**src/rtl/nbl_pkg.sv**
```systemverilog
package nbl_pkg;

  localparam logic [7:0] CMD_READ_SETUP = 8'h00;
  localparam logic [7:0] CMD_READ_GO    = 8'h30;
  localparam logic [7:0] SPARE_BLANK    = 8'hFF;
  localparam int         ADDR_SEQ_LEN   = 7;

  typedef enum logic [2:0] {
    ST_IDLE,
    ST_CHECK,
    ST_ADDR,
    ST_SUBS,
    ST_COMMIT,
    ST_FINISH
  } ldr_state_t;

  typedef enum logic [1:0] {
    PH_IDLE,
    PH_REQ,
    PH_WAIT
  } sub_phase_t;

  typedef struct packed {
    logic       failed;
    logic       marks_ok;
    logic [2:0] corr;
  } page_result_t;

endpackage

```
**src/rtl/nbl_addr_seq.sv**
```systemverilog
module nbl_addr_seq
  import nbl_pkg::*;
#(
  parameter int PG_W = 22
) (
  input  logic            clk,
  input  logic            rst_n,
  input  logic            go,
  input  logic [PG_W-1:0] page,
  output logic            nf_valid,
  input  logic            nf_ready,
  output logic            nf_is_cmd,
  output logic [7:0]      nf_byte,
  output logic            fin
);
  localparam logic [2:0] LAST_IDX = 3'(ADDR_SEQ_LEN - 1);

  logic        active;
  logic [2:0]  idx;
  logic [23:0] pg24;

  assign pg24 = 24'(page);

  always_ff @(posedge clk or negedge rst_n) begin
    if (!rst_n) begin
      active <= 1'b0;
      idx    <= '0;
    end else if (go) begin
      active <= 1'b1;
      idx    <= '0;
    end else if (active && nf_ready) begin
      if (idx == LAST_IDX) begin
        active <= 1'b0;
        idx    <= '0;
      end else begin
        idx <= idx + 3'd1;
      end
    end
  end

  always_comb begin
    nf_is_cmd = 1'b0;
    nf_byte   = 8'h00;
    case (idx)
      3'd0: begin nf_is_cmd = 1'b1; nf_byte = CMD_READ_SETUP; end
      3'd1, 3'd2: nf_byte = 8'h00;
      3'd3: nf_byte = pg24[7:0];
      3'd4: nf_byte = pg24[15:8];
      3'd5: nf_byte = pg24[23:16];
      default: begin nf_is_cmd = 1'b1; nf_byte = CMD_READ_GO; end
    endcase
  end

  assign nf_valid = active;
  assign fin      = active && nf_ready && (idx == LAST_IDX);

endmodule

```
**src/rtl/nbl_sub_reader.sv**
```systemverilog
module nbl_sub_reader
  import nbl_pkg::*;
#(
  parameter int SUBPAGES   = 4,
  parameter int POLL_LIMIT = 5000
) (
  input  logic         clk,
  input  logic         rst_n,
  input  logic         go,
  output logic         dec_req_valid,
  input  logic         dec_req_ready,
  input  logic         dec_done,
  input  logic         dec_fail,
  input  logic         dec_corr_flag,
  input  logic [1:0]   dec_corr_cnt,
  input  logic [7:0]   dec_spare0,
  input  logic [7:0]   dec_spare1,
  output logic         fin,
  output page_result_t res
);
  localparam int SW = (SUBPAGES > 1) ? $clog2(SUBPAGES) : 1;
  localparam int PW = (POLL_LIMIT > 1) ? $clog2(POLL_LIMIT) : 1;
  localparam logic [SW-1:0] LAST_SUB  = SW'(SUBPAGES - 1);
  localparam logic [PW-1:0] LAST_POLL = PW'(POLL_LIMIT - 1);

  sub_phase_t   phase;
  logic [SW-1:0] sub;
  logic [PW-1:0] poll;
  logic [2:0]    this_corr;

  assign this_corr = dec_corr_flag ? ({1'b0, dec_corr_cnt} + 3'd1) : 3'd0;

  always_ff @(posedge clk or negedge rst_n) begin
    if (!rst_n) begin
      phase <= PH_IDLE;
      sub   <= '0;
      poll  <= '0;
      fin   <= 1'b0;
      res   <= '0;
    end else begin
      fin <= 1'b0;
      case (phase)
        PH_IDLE: begin
          if (go) begin
            phase        <= PH_REQ;
            sub          <= '0;
            res.failed   <= 1'b0;
            res.marks_ok <= 1'b0;
            res.corr     <= 3'd0;
          end
        end
        PH_REQ: begin
          if (dec_req_ready) begin
            phase <= PH_WAIT;
            poll  <= '0;
          end
        end
        default: begin
          if (dec_done) begin
            if (dec_fail) begin
              res.failed <= 1'b1;
              fin        <= 1'b1;
              phase      <= PH_IDLE;
            end else begin
              if (this_corr > res.corr) res.corr <= this_corr;
              if (sub == '0)
                res.marks_ok <= (dec_spare0 == SPARE_BLANK) && (dec_spare1 == SPARE_BLANK);
              if (sub == LAST_SUB) begin
                fin   <= 1'b1;
                phase <= PH_IDLE;
              end else begin
                sub   <= sub + 1'b1;
                phase <= PH_REQ;
              end
            end
          end else if (poll == LAST_POLL) begin
            res.failed <= 1'b1;
            fin        <= 1'b1;
            phase      <= PH_IDLE;
          end else begin
            poll <= poll + 1'b1;
          end
        end
      endcase
    end
  end

  assign dec_req_valid = (phase == PH_REQ);

endmodule

```
**src/rtl/nbl_block_judge.sv**
```systemverilog
module nbl_block_judge
  import nbl_pkg::*;
#(
  parameter int PG_W     = 22,
  parameter int BLK_LOG2 = 6
) (
  input  logic [PG_W-1:0] page,
  input  logic            cur_good,
  input  page_result_t    res,
  output logic            next_good,
  output logic            keep,
  output logic            abort
);
  logic first;

  assign first     = (page[BLK_LOG2-1:0] == '0);
  assign next_good = first ? (!res.failed && res.marks_ok) : cur_good;
  assign abort     = next_good && res.failed;
  assign keep      = next_good && !res.failed;

endmodule

```
**src/rtl/nand_boot_loader.sv**
```systemverilog
module nand_boot_loader
  import nbl_pkg::*;
#(
  parameter int ADDR_W          = 32,
  parameter int PAGE_BYTES      = 2048,
  parameter int PAGES_PER_BLOCK = 64,
  parameter int PAGE_LIMIT      = 524288,
  parameter int SUBPAGES        = 4,
  parameter int POLL_LIMIT      = 5000
) (
  input  logic              clk,
  input  logic              rst_n,
  input  logic              start,
  input  logic [ADDR_W-1:0] offset,
  input  logic [ADDR_W-1:0] size,
  input  logic [ADDR_W-1:0] dst_base,
  output logic              busy,
  output logic              done,
  output logic              ok,
  output logic [2:0]        max_corr,
  output logic              nf_valid,
  input  logic              nf_ready,
  output logic              nf_is_cmd,
  output logic [7:0]        nf_byte,
  output logic              dec_req_valid,
  input  logic              dec_req_ready,
  input  logic              dec_done,
  input  logic              dec_fail,
  input  logic              dec_corr_flag,
  input  logic [1:0]        dec_corr_cnt,
  input  logic [7:0]        dec_spare0,
  input  logic [7:0]        dec_spare1,
  output logic              commit_valid,
  input  logic              commit_ready,
  output logic [ADDR_W-1:0] commit_addr
);
  localparam int PB_LOG2  = $clog2(PAGE_BYTES);
  localparam int BLK_LOG2 = $clog2(PAGES_PER_BLOCK);
  localparam int PG_W     = ADDR_W - PB_LOG2 + 1;
  localparam int CNT_W    = ADDR_W - PB_LOG2 + 1;
  localparam logic [PG_W-1:0]   PG_END  = PG_W'(PAGE_LIMIT);
  localparam logic [ADDR_W-1:0] PG_STEP = ADDR_W'(PAGE_BYTES);

  ldr_state_t        state;
  logic [PG_W-1:0]   page;
  logic [CNT_W-1:0]  left;
  logic              good;
  logic [ADDR_W-1:0] dst;
  logic [2:0]        maxc;
  logic              ok_q;

  logic         addr_go, addr_fin, sub_go, sub_fin;
  page_result_t res;
  logic         next_good, keep, abort;
  logic [CNT_W-1:0] need;

  assign need = CNT_W'(size >> PB_LOG2) + CNT_W'(size[PB_LOG2-1:0] != '0);

  assign addr_go = (state == ST_CHECK) && (left != '0) && (page < PG_END);
  assign sub_go  = (state == ST_ADDR) && addr_fin;

  nbl_addr_seq #(.PG_W(PG_W)) u_addr (
    .clk(clk), .rst_n(rst_n), .go(addr_go), .page(page),
    .nf_valid(nf_valid), .nf_ready(nf_ready), .nf_is_cmd(nf_is_cmd),
    .nf_byte(nf_byte), .fin(addr_fin)
  );

  nbl_sub_reader #(.SUBPAGES(SUBPAGES), .POLL_LIMIT(POLL_LIMIT)) u_sub (
    .clk(clk), .rst_n(rst_n), .go(sub_go),
    .dec_req_valid(dec_req_valid), .dec_req_ready(dec_req_ready),
    .dec_done(dec_done), .dec_fail(dec_fail), .dec_corr_flag(dec_corr_flag),
    .dec_corr_cnt(dec_corr_cnt), .dec_spare0(dec_spare0), .dec_spare1(dec_spare1),
    .fin(sub_fin), .res(res)
  );

  nbl_block_judge #(.PG_W(PG_W), .BLK_LOG2(BLK_LOG2)) u_judge (
    .page(page), .cur_good(good), .res(res),
    .next_good(next_good), .keep(keep), .abort(abort)
  );

  always_ff @(posedge clk or negedge rst_n) begin
    if (!rst_n) begin
      state <= ST_IDLE;
      page  <= '0;
      left  <= '0;
      good  <= 1'b1;
      dst   <= '0;
      maxc  <= 3'd0;
      ok_q  <= 1'b0;
    end else begin
      case (state)
        ST_IDLE: begin
          if (start) begin
            page  <= PG_W'(offset >> PB_LOG2);
            left  <= need;
            good  <= 1'b1;
            dst   <= dst_base;
            maxc  <= 3'd0;
            ok_q  <= 1'b0;
            state <= ST_CHECK;
          end
        end
        ST_CHECK: begin
          if (left == '0) begin
            ok_q  <= 1'b1;
            state <= ST_FINISH;
          end else if (page >= PG_END) begin
            ok_q  <= 1'b0;
            state <= ST_FINISH;
          end else begin
            state <= ST_ADDR;
          end
        end
        ST_ADDR: begin
          if (addr_fin) state <= ST_SUBS;
        end
        ST_SUBS: begin
          if (sub_fin) begin
            if (res.corr > maxc) maxc <= res.corr;
            good <= next_good;
            if (abort) begin
              ok_q  <= 1'b0;
              state <= ST_FINISH;
            end else if (keep) begin
              state <= ST_COMMIT;
            end else begin
              page  <= page + 1'b1;
              state <= ST_CHECK;
            end
          end
        end
        ST_COMMIT: begin
          if (commit_ready) begin
            dst   <= dst + PG_STEP;
            left  <= left - 1'b1;
            page  <= page + 1'b1;
            state <= ST_CHECK;
          end
        end
        default: state <= ST_IDLE;
      endcase
    end
  end

  assign busy         = (state != ST_IDLE);
  assign done         = (state == ST_FINISH);
  assign ok           = ok_q;
  assign max_corr     = maxc;
  assign commit_valid = (state == ST_COMMIT);
  assign commit_addr  = dst;

endmodule

```
**config.mk**
```make
export PLATFORM = sky130hd
export DESIGN_NAME = nand_boot_loader
export DESIGN_NICKNAME = d
export VERILOG_FILES = /design/src/rtl/nbl_pkg.sv /design/src/rtl/nbl_addr_seq.sv /design/src/rtl/nbl_sub_reader.sv /design/src/rtl/nbl_block_judge.sv /design/src/rtl/nand_boot_loader.sv
export SDC_FILE = /design/constraint.sdc
export NUM_CORES = 1
export LEC_CHECK = 0
export BUFFER_PORTS_ARGS = -buffer_cell sky130_fd_sc_hd__buf_4
export CAP_MARGIN = 20
export CORE_MARGIN = 8
export CORE_UTILIZATION = 33
export DETAILED_ROUTE_END_ITERATION = 7
export PLACE_DENSITY = 0.59
export SKIP_CTS_REPAIR_TIMING = 1
export SLEW_MARGIN = 0
export SYNTH_ARGS = -nofsm -noshare
export SYNTH_HDL_FRONTEND = slang
export SYNTH_SLANG_ARGS = --single-unit
```
**constraint.sdc**
```tcl
create_clock -name clk -period 2.3 [get_ports clk]
set_clock_uncertainty 0.15 [all_clocks]
set_input_delay 0.46 -clock clk [delete_from_list [all_inputs] [get_ports clk]]
set_output_delay 0.46 -clock clk [all_outputs]
set_load 0.01 [all_outputs]
```
==> flow_summary.json <==
{
  "status": "complete, but fails checks",
  "failed_checks": "negative setup slack",
  "power.density_nw_per_um2": 1220,
  "layout.nets": 1254,
  "clockBufferDepth": 2,
  "p_leak_nw": 4.51,
  "ys_warn_count": 0,
  "fin_crit_ns": 2.41,
  "via_count": 7683,
  "placementRows": 54,
  "drive_above_1_share_pct": 32.6,
  "worstMarginPinSlew_ns": 0.457,
  "cp_data_required_time_ns": 2.44,
  "avgViaCountPerCell": 5.50,
  "worstHoldStart": "dst_base[3]",
  "place_ws_ns": -0.253,
  "final_area_sq_um": 10300,
  "r2r_cells": 7,
  "area_delta_synth_final_pct": 42.7,
  "synth_area_leader_cell": "dfrtp_1",
  "first_global_vias": 7434,
  "clock.fmax_mhz": 415,
  "gp_congestion": 0.872,
  "synth_cell_types": 71,
  "r2r_slack_ns": -0.11,
  "fin_tns_setup_ns": -1.07,
  "final_common_cell": "buf_4",
  "fill_cells": 2118,
  "cts_buffers": 9,
  "antenna_found_initial": 0,
  "synth_ff_type": "dfrtp_1",
  "worst_hold_path.num_cells": 3,
  "core_sq_um": 21600,
  "startpoint_type": "register",
  "start_util_pct": 33.3,
  "r2r_end": "page[21]",
  "hold_viol": 0,
  "cts_tree": "yes",
  "yosys_register_bits": 111,
  "place_area_sq_um": 9520,
  "r2r-start": "page[0]",
  "drt_iter0_markers": 570,
  "avgSynthCellArea_sq_um": 8.28,
  "grt_max_degree": 66,
  "root_buffer": "clkbuf_16",
  "antenna_cells": 0,
  "die_width_um": 164,
  "post-place-cells": 1365,
  "path_clk_slew_ns": 0.08,
  "synthArstFlopShare_pct": 100,
  "clock_sinks": 111,
  "syn_area_sq_um": 7190,
  "crit_arrival_ns": 2.55,
  "grt_pass1_wl_mm": 38.4,
  "htreeDepth": 3,
  "synthCells": 868,
  "critPathKind": "register to register",
  "slew_violations": 0,
  "wire_per_inst_um": 17.5,
  "clkLatencyLatePin_ns": 0.36,
  "drc": 0,
  "max_slew_margin_pct": 69.1,
  "multi_input_area_sq_um": 4410,
  "synth_top_area_share_pct": 38.3,
  "worstPathMaxFanout": 7,
  "fin_util_pct": 47.5,
  "synth_edf_count": 0,
  "endpoint_kind": "register",
  "setup_ws_ns": -0.108,
  "rsz0062_at_grt": "true",
  "portBuffers": 161,
  "cap_violations": 0,
  "total_power_mw": 12.5,
  "grt_overflow_total": 0,
  "ir_drop_mv": 0.589,
  "whs_endpoint": "commit_addr[3]",
  "drt_wl_total_mm": 24.4,
  "setup_viol": 27,
  "layout_common_cells": "buf_4, dfrtp_1, nand2_1",
  "min_period_over_period_pct": 105,
  "synthesis.nets": 1009,
  "dp_hpwl_mm": 17.8,
  "ant_nets": 0,
  "yosysSeqAreaShare_pct": 38.6,
  "yosys-top-cells-area": "dfrtp_1, nand2_1, a21oi_1",
  "seqCellArea_sq_um": 2780,
  "hold_class": "input pin to register",
  "die_area_sq_um": 26800,
  "io-pin-count": 173,
  "fp.dieH_um": 164,
  "grtUsageTotal_pct": 17.5,
  "dr.pass1.iters": 5,
  "worst_hold_slack_ns": 0.133,
  "finalNonFillerCells": 1398
}
-- flip-flops by register name, summed over array words and instances, names as in the netlist, 3 cells and up --
name / cells
u_sub.res: 5
state: 3
left: 22
u_sub.poll: 13
commit_addr: 32
page: 22
u_addr.idx: 3
max_corr: 3
-- synthesized netlist by cell type, types with 6 or more instances --
cell type	count
dfrtp_1	110
nand2_1	108
nor2_1	69
a21oi_1	61
o21ai_0	58
nand3_1	43
clkbuf_1	38
nor3_1	34
inv_1	27
nand4_1	25
a31oi_1	21
and3_1	19
ha_1	18
and2_1	17
xor2_1	14
nor4_1	13
o22ai_1	13
or3_1	12
a2bb2oi_1	11
mux2i_1	10
or4_1	9
o211ai_1	8
xnor2_1	8
a211oi_1	7
nand2b_1	7
buf_2	6
o31ai_1	6
-- report_power, final --
part	internal [mW]	switching, mW	total, mW
Combinational	3.56	3.81	7.36
Clock	0.773	0.856	1.63
Sequential	2.72	0.808	3.53
-- logic make-up after synthesis --
kind of cell	Yosys count	share of synthesized area [%]
AOI/OAI and AO/OA	243	22.2
xor gates and xnor gates	22	2.68
adders and majority gates	18	3.13
buffers and inverters	74	4.07
DFF	111	38.6
muxes	11	1.55
and+or+nand+nor	389	27.8
-- routing by layer --
layer  vias up  track usage [%]  part of all wire, %
met5         -                0                    0
met2       225             28.2                   47
met1      3707             23.7                   46
met4         0             4.50                  1.1
met3        24             3.58                  6.1
li1       3727                -                    -
-- worst max path at each step --
stage          slack, ns  depth (start not counted)         end     startpoint
5_1_grt            -0.17                          7    page[21]        page[1]
3_3_place_gp       -0.20                         10    left[20]        size[2]
4_1_cts            -0.27                          6  nf_byte[4]  u_addr.idx[0]
6_report           -0.11                          7    page[21]        page[0]
2_1_floorplan      -0.02                          7    page[21]        page[0]
3_5_place_dp       -0.25                         10    left[20]        size[2]
-- final cells by class --
cell class              count  area share (%)
clock buffers               9            2.19
well taps                 280            3.41
repair buffers            281            22.6
inverters                  27            1.04
clock inverters             7           0.732
multi-input cells         683            43.0
flip-flops and latches    111            27.1
-- critical path, cell delays in order (launching register included) --
cell and delay [ns]:
dfrtp_1 0.39, inv_2 0.07, ha_2 0.17, or4b_4 0.51, o211a_1 0.25, o21a_4 0.23, or4_4 0.43, a21oi_2 0.14
(Power assumes the default switching activity.)
